===== src/rtl/crc_xs_sec_mon.sv =====
module crc_xs_sec_mon #(
  parameter int CNT_W    = 10,
  parameter int ESF_THR  = 320,
  parameter int CEPT_THR = 915
) (
  input  logic             clk,
  input  logic             rst_n,
  input  logic             crc_err,
  input  logic             sec_tick,
  input  logic             mode_cept,
  input  logic             crc_mode_en,
  input  logic             thr_ovr_en,
  input  logic [CNT_W-1:0] thr_ovr,
  output logic             xs_event
);
  localparam logic [CNT_W-1:0] CNT_MAX = '1;
  localparam logic [CNT_W-1:0] ESF_T   = CNT_W'(ESF_THR);
  localparam logic [CNT_W-1:0] CEPT_T  = CNT_W'(CEPT_THR);
  localparam logic [CNT_W-1:0] ONE     = CNT_W'(1);

  logic [CNT_W-1:0] cnt, cnt_base, cnt_nx, thr_sel, thr_eff;
  logic             fired, fired_base, err_q, hit;

  assign err_q      = crc_err & crc_mode_en;
  assign cnt_base   = sec_tick ? '0 : cnt;
  assign fired_base = sec_tick ? 1'b0 : fired;
  assign cnt_nx     = (err_q && cnt_base != CNT_MAX) ? cnt_base + ONE : cnt_base;
  assign thr_sel    = thr_ovr_en ? thr_ovr : (mode_cept ? CEPT_T : ESF_T);
  assign thr_eff    = (thr_sel == '0) ? ONE : thr_sel;
  assign hit        = err_q && !fired_base && (cnt_nx >= thr_eff);

  always_ff @(posedge clk) begin
    if (!rst_n || !crc_mode_en) begin
      cnt      <= '0;
      fired    <= 1'b0;
      xs_event <= 1'b0;
    end else begin
      cnt      <= cnt_nx;
      fired    <= fired_base | hit;
      xs_event <= hit;
    end
  end
endmodule


===== config.mk =====
export PLATFORM = sky130hd
export DESIGN_NAME = crc_xs_sec_mon
export DESIGN_NICKNAME = d
export VERILOG_FILES = /design/src/rtl/crc_xs_sec_mon.sv
export SDC_FILE = /design/constraint.sdc
export NUM_CORES = 1
export LEC_CHECK = 0
export CORE_MARGIN = 2
export CORE_UTILIZATION = 50
export DETAILED_ROUTE_END_ITERATION = 16
export GPL_ROUTABILITY_DRIVEN = 0
export GPL_TIMING_DRIVEN = 0
export HOLD_SLACK_MARGIN = 0.1
export PLACE_DENSITY = 0.76
export SLEW_MARGIN = 20
export SYNTH_ARGS = -nofsm -noshare
export SYNTH_HDL_FRONTEND = slang
export SYNTH_SLANG_ARGS = --single-unit

===== constraint.sdc =====
create_clock -name clk -period 5.8 [get_ports clk]
set_input_delay 0.58 -clock clk [delete_from_list [all_inputs] [get_ports clk]]
set_output_delay 0.58 -clock clk [all_outputs]
set_load 0.05 [all_outputs]

# Yosys cells after proc, flatten, opt, wreduce, memory -nomap -nowiden
# Cells that the tools add are included.
dict set report word_totals {
  reg_bits 12
  input_bits 17
  output_inout_bits 1
  elab_cells 22
}
dict set report op_classes {
  addsub 1
  magnitude_cmp 1
  eq_ne 1
  muxes 6
  bitwise 2
  reduce_logical 8
}
# op count
set op_table {}
lappend op_table {{two-way mux 10 bit} 5}
lappend op_table {{adder 10 x 1 -> 10 bit, second input constant} 1}
lappend op_table {{greater-or-equal comparator 10 bit} 1}
lappend op_table {{logical NOT 10 bit} 1}
lappend op_table {{!= test 10 bit, second input constant} 1}
lappend op_table {{logical AND 1 bit} 3}
lappend op_table {{logical NOT 1 bit} 3}
lappend op_table {{bitwise AND 1 bit} 1}
lappend op_table {{logical OR 1 bit} 1}
lappend op_table {{two-way mux 1 bit} 1}
lappend op_table {{OR 1 bit} 1}

# Depth between registers and ports, before layout
dict set report depth {
  depth_word 7
  depth_mapped 12
  ltp_nobuf 11
}

# Worst setup path before layout
# OpenSTA, ideal clock, no wires.
dict set report synth_path {
  path_type {input -> register}
  start {input port sec_tick}
  end {register fired}
  setup_time_ps 126
  t_arrival_ps 2752
  required_ps 5674
  slack_ps 2922
  path_stages 11
  path_buffers 1
  path_cell_list {clkbuf_1 > nor2b_1 > ha_1 > nand4_4 > o311ai_4 > xor2_1 > ha_1 > nand2b_1 > a211o_1 > a22oi_1 > o21ai_0}
}
dict set report synth_between {
  elab_chain_len 7
}
# element line_no
set synth_lines {}
lappend synth_lines {{start, declared} 9} ;# input logic sec_tick,
lappend synth_lines {{branches (longest 6 deep; another with adder 10 x 1 -> 10 bit)} -}
lappend synth_lines {{OR 1 bit *} 39} ;# fired <= fired_base | hit;
lappend synth_lines {{end signal, assigned} 39}
lappend synth_lines {{end, declared} 22} ;# logic fired, fired_base, err_q, hit;
# Mark *: on every way between the ends.
# A chain may end at the register's enable or synchronous reset.

# Final worst setup path
dict set report layout_path {
  start {input port sec_tick}
  end {register fired}
}
dict set report layout_between {
  elab_chain_len 7
}
# element line_no
set layout_lines {}
lappend layout_lines {{two-way mux 10 bit *} 25} ;# assign cnt_base = sec_tick ? '0 : cnt;
lappend layout_lines {{branches (longest 2 deep; another with adder 10 x 1 -> 10 bit)} -}
lappend layout_lines {{two-way mux 10 bit *} 27} ;# assign cnt_nx = (err_q && cnt_base != CNT_MAX) ? cnt_base + ONE : cnt_base;
lappend layout_lines {{named net cnt_nx[9]} 21} ;# logic [CNT_W-1:0] cnt, cnt_base, cnt_nx, thr_sel, thr_eff;
lappend layout_lines {{greater-or-equal comparator 10 bit *} 30} ;# assign hit = err_q && !fired_base && (cnt_nx >= thr_eff);
lappend layout_lines {{logical AND 1 bit *} 30}
lappend layout_lines {{OR 1 bit *} 39}
# Mark *: on every way through the listed nets, which the timed path passes.

==> results.env <==
ACHIEVABLE-FREQUENCY_MHz=280
FINALSETUPVIOLCOUNT=0
CP_MAX_FO=10
IO_BUFFER_COUNT=16
CORE_REGION_AREA_SQ_UM=2000
TIMING.CRITICAL_PATH.FROM_TYPE='input pin'
CTS.REPAIR.RESIZED=0
LAYOUT-DRIVE-GT1-SHARE=0.128
NUMCLOCKSINKS=12
SLEW-LIMIT-HEADROOM=0.670
NETLIST_TOP_CELLS_COUNT='nor2_1, a21oi_1, dfxtp_1, ha_1, nand2_1'
GRTUSAGETOTAL=0.222
DIE_H_UM=50.4
DESIGN.PORTCOUNT=18
CRITPATHKIND='input pin to register'
INITIAL_CORE_UTILIZATION=0.538
WL_PER_CELL_UM=14.1
POST-ROUTE-PERIOD-UTIL=0.615
FILL_CELLS=182
MAX-CLOCK-PATH-BUFFERS=2
POST_CTS_BUFFERS=0
AREA_DELTA_SYNTH_FINAL_PCT=21.4
CRITPATHARRIVALTIME_PS=3740
SYNTH_ASYNC_SR_FLOP_SHARE=0
SETUP_REPAIR_AFTER_GLOBAL_ROUTING_MISSED_ITS_MARGIN='no'
GATE_COUNT_AFTER_TECHNOLOGY_MAPPING=128
CTS_TREE='yes'
SYNTH_EDF_COUNT=0
CLK-INSERTION-DELAY-LATE_PS=290
INITIAL_ANTENNA_VIOLATION_COUNT=0
GLOBALROUTE.TOTALOVERFLOW=0
MAX_SLEW.WORST_PIN.SLEW_PS=494
FRACTION_OF_THE_YOSYS_AREA_TAKEN_BY_SEQUENTIAL_CELLS=0.223
CTS-BUFFERS-INSERTED=3
TIMING.CRITICAL_PATH.REQUIRED_PS=5970
VIAS=1028
YOSYS_WARNINGS=0
NETLIST-CELL-TYPE-COUNT=43
PLACEMENT.CELL_AREA_SQ_UM=1270
YOSYSMOSTFREQUENTCELL='nor2_1'
HOLD_SLACK_PS=555
TIMING.HOLD.WORST.CLASS='register to register'
VDD.IR_DROP.WORST_V=0.0000887
CLK_TRANSITION_REPORTED_PATHS_PS=80
RUN_STATUS='finished clean'
NUMBER_OF_DRC_VIOLATIONS_AFTER_DETAILED_ROUTING=0
GRT_MAX_DEGREE=11
MAPPEDNETLISTNETS=156
DIE-WIDTH_UM=50.4
FIN_WORST_SKEW_PS=1.70
POSTROUTEWIRELENGTH_UM=2470
PLACE.DETAILED.HPWL_UM=2010
POWER_LEAKAGE_nW=0.546
YS.FLOP_TYPE='dfxtp_1'
POST_CTS_HOLD_BUFFER_COUNT=0
INSTANCES_NO_FILL=175
FP-ROW-COUNT=16
INSERTEDDIODECOUNT=0
VIAS_IN_THE_FIRST_GLOBAL_ROUTE=1032
FIRSTDRTPASSITERS=4
POST_DRT_VIA_CELL_RATIO=5.87
GRT_PASS1_WL_UM=4230
POST-SYNTH-TOP-AREA-CELL='dfxtp_1'
FINAL_MAX_SLEW_VIOL_COUNT=0
TIMING.SETUP.TNS_PS=0
ENDPOINT_KIND='register'
FINAL_CELL_AREA_SQ_UM=1310
POST_SYNTH_INSTANCE_AREA_SQ_UM=1080
SYNTH_AREA_LEADERS='dfxtp_1, ha_1, a21oi_1'
ANT_NETS=0
SYNTHDOMINANTCELLAREASHARE=0.223
SYNTH.FF_LATCH_COUNT=12
SYNTH.AVG_CELL_AREA_SQ_UM=8.41
POST-PLACE-CELLS=171
HTREEDEPTH=1
FINAL_HOLD_VIOL_COUNT=0
POWER_DENSITY_nW_PER_UM2=144
CLOCK_TREE_ROOT_BUFFER_CELL='clkbuf_4'
FINAL.MIN_CLOCK_PERIOD_PS=3570
TOTAL_POWER_W=0.000187
NETS=177
AREA_OF_THE_DIE_SQ_UM=2540
DRV_CAP=0
DRT_ITER0_DRC=22
-- flip-flops by register name, summed over array words and instances (netlist names) --
signal / flops
cnt: 10
fired: 1
xs_event: 1
-- worst max-delay path, cell delays in order --
cell	delay, ps
clkdlybuf4s50_1	590
clkbuf_1	370
nor2b_1	140
ha_1	280
nand4_4	120
nand2_2	80
nor4_4	240
mux2_2	370
ha_1	310
a21oi_1	160
o21ai_0	150
a41oi_1	230
o21ai_0	110
-- kinds of logic after synthesis --
family                     count (synthesis)  synth area share
muxes                                      5            0.0535
adders and majority gates                 11             0.128
DFF                                       12             0.223
xor gates and xnor gates                   2            0.0163
AOI/OAI and AO/OA                         28             0.179
and+or+nand+nor                           63             0.374
buffers and inverters                      7            0.0256
-- area by class of cell --
type	count	area [sq um]	share of cell area
multi-input cells	109	808	0.619
flip-flops and latches	12	240	0.184
repair buffers	16	160	0.123
clock buffers	4	36.3	0.0278
well taps	27	33.8	0.0259
inverters	4	15.0	0.0115
plain buffers	3	12.5	0.00958
-- path summary, 6_finish.rpt --
kind | startpoint | endpoint | slack (ps) | depth (start not counted)
min | fired | xs_event | 560 | 3
max | sec_tick | fired | 2230 | 13
min reg2reg | fired | xs_event | 560 | 3
max reg2reg | cnt[0] | fired | 3050 | 10
-- per-stage QoR --
| stage | utilization | setup slack [ps] |
|---|---|---|
| after CTS | 0.653 | 2250 |
| after global placement | 0.634 | 2040 |
| after global routing | 0.653 | 2000 |
| after floorplan | - | 2920 |
| after detailed placement | 0.634 | 1970 |
| final | 0.653 | 2230 |
-- per-layer routing --
layer,wire length (um),vias to the layer above,global-route usage
met5,0,-,0
met4,71,0,0.126
met3,104,7,0.0387
met2,1220,33,0.399
met1,1080,468,0.242
li1,-,520,-
-- cells in the final DEF, fill, tap and decap left out, types with 4 or more instances in the layout --
cell,netlist,routed
a211oi_1,4,4
a21oi_1,13,13
clkdlybuf4s50_1,0,16
dfxtp_1,12,12
ha_1,11,11
inv_1,4,4
nand2_1,11,11
nand2b_1,6,6
nor2_1,15,15
nor2b_1,4,4
nor3_1,5,5
-- where the power goes --
part / total [W] / internal, W / leakage (nW) / switching [W]
Sequential: 0.0000826 / 0.0000826 / 0.0967 / 0.0000000946
Combinational: 0.0000338 / 0.0000180 / 0.428 / 0.0000158
Clock: 0.0000710 / 0.0000383 / 0.0210 / 0.0000327
Note: power is estimated with default switching activity, not from simulation.
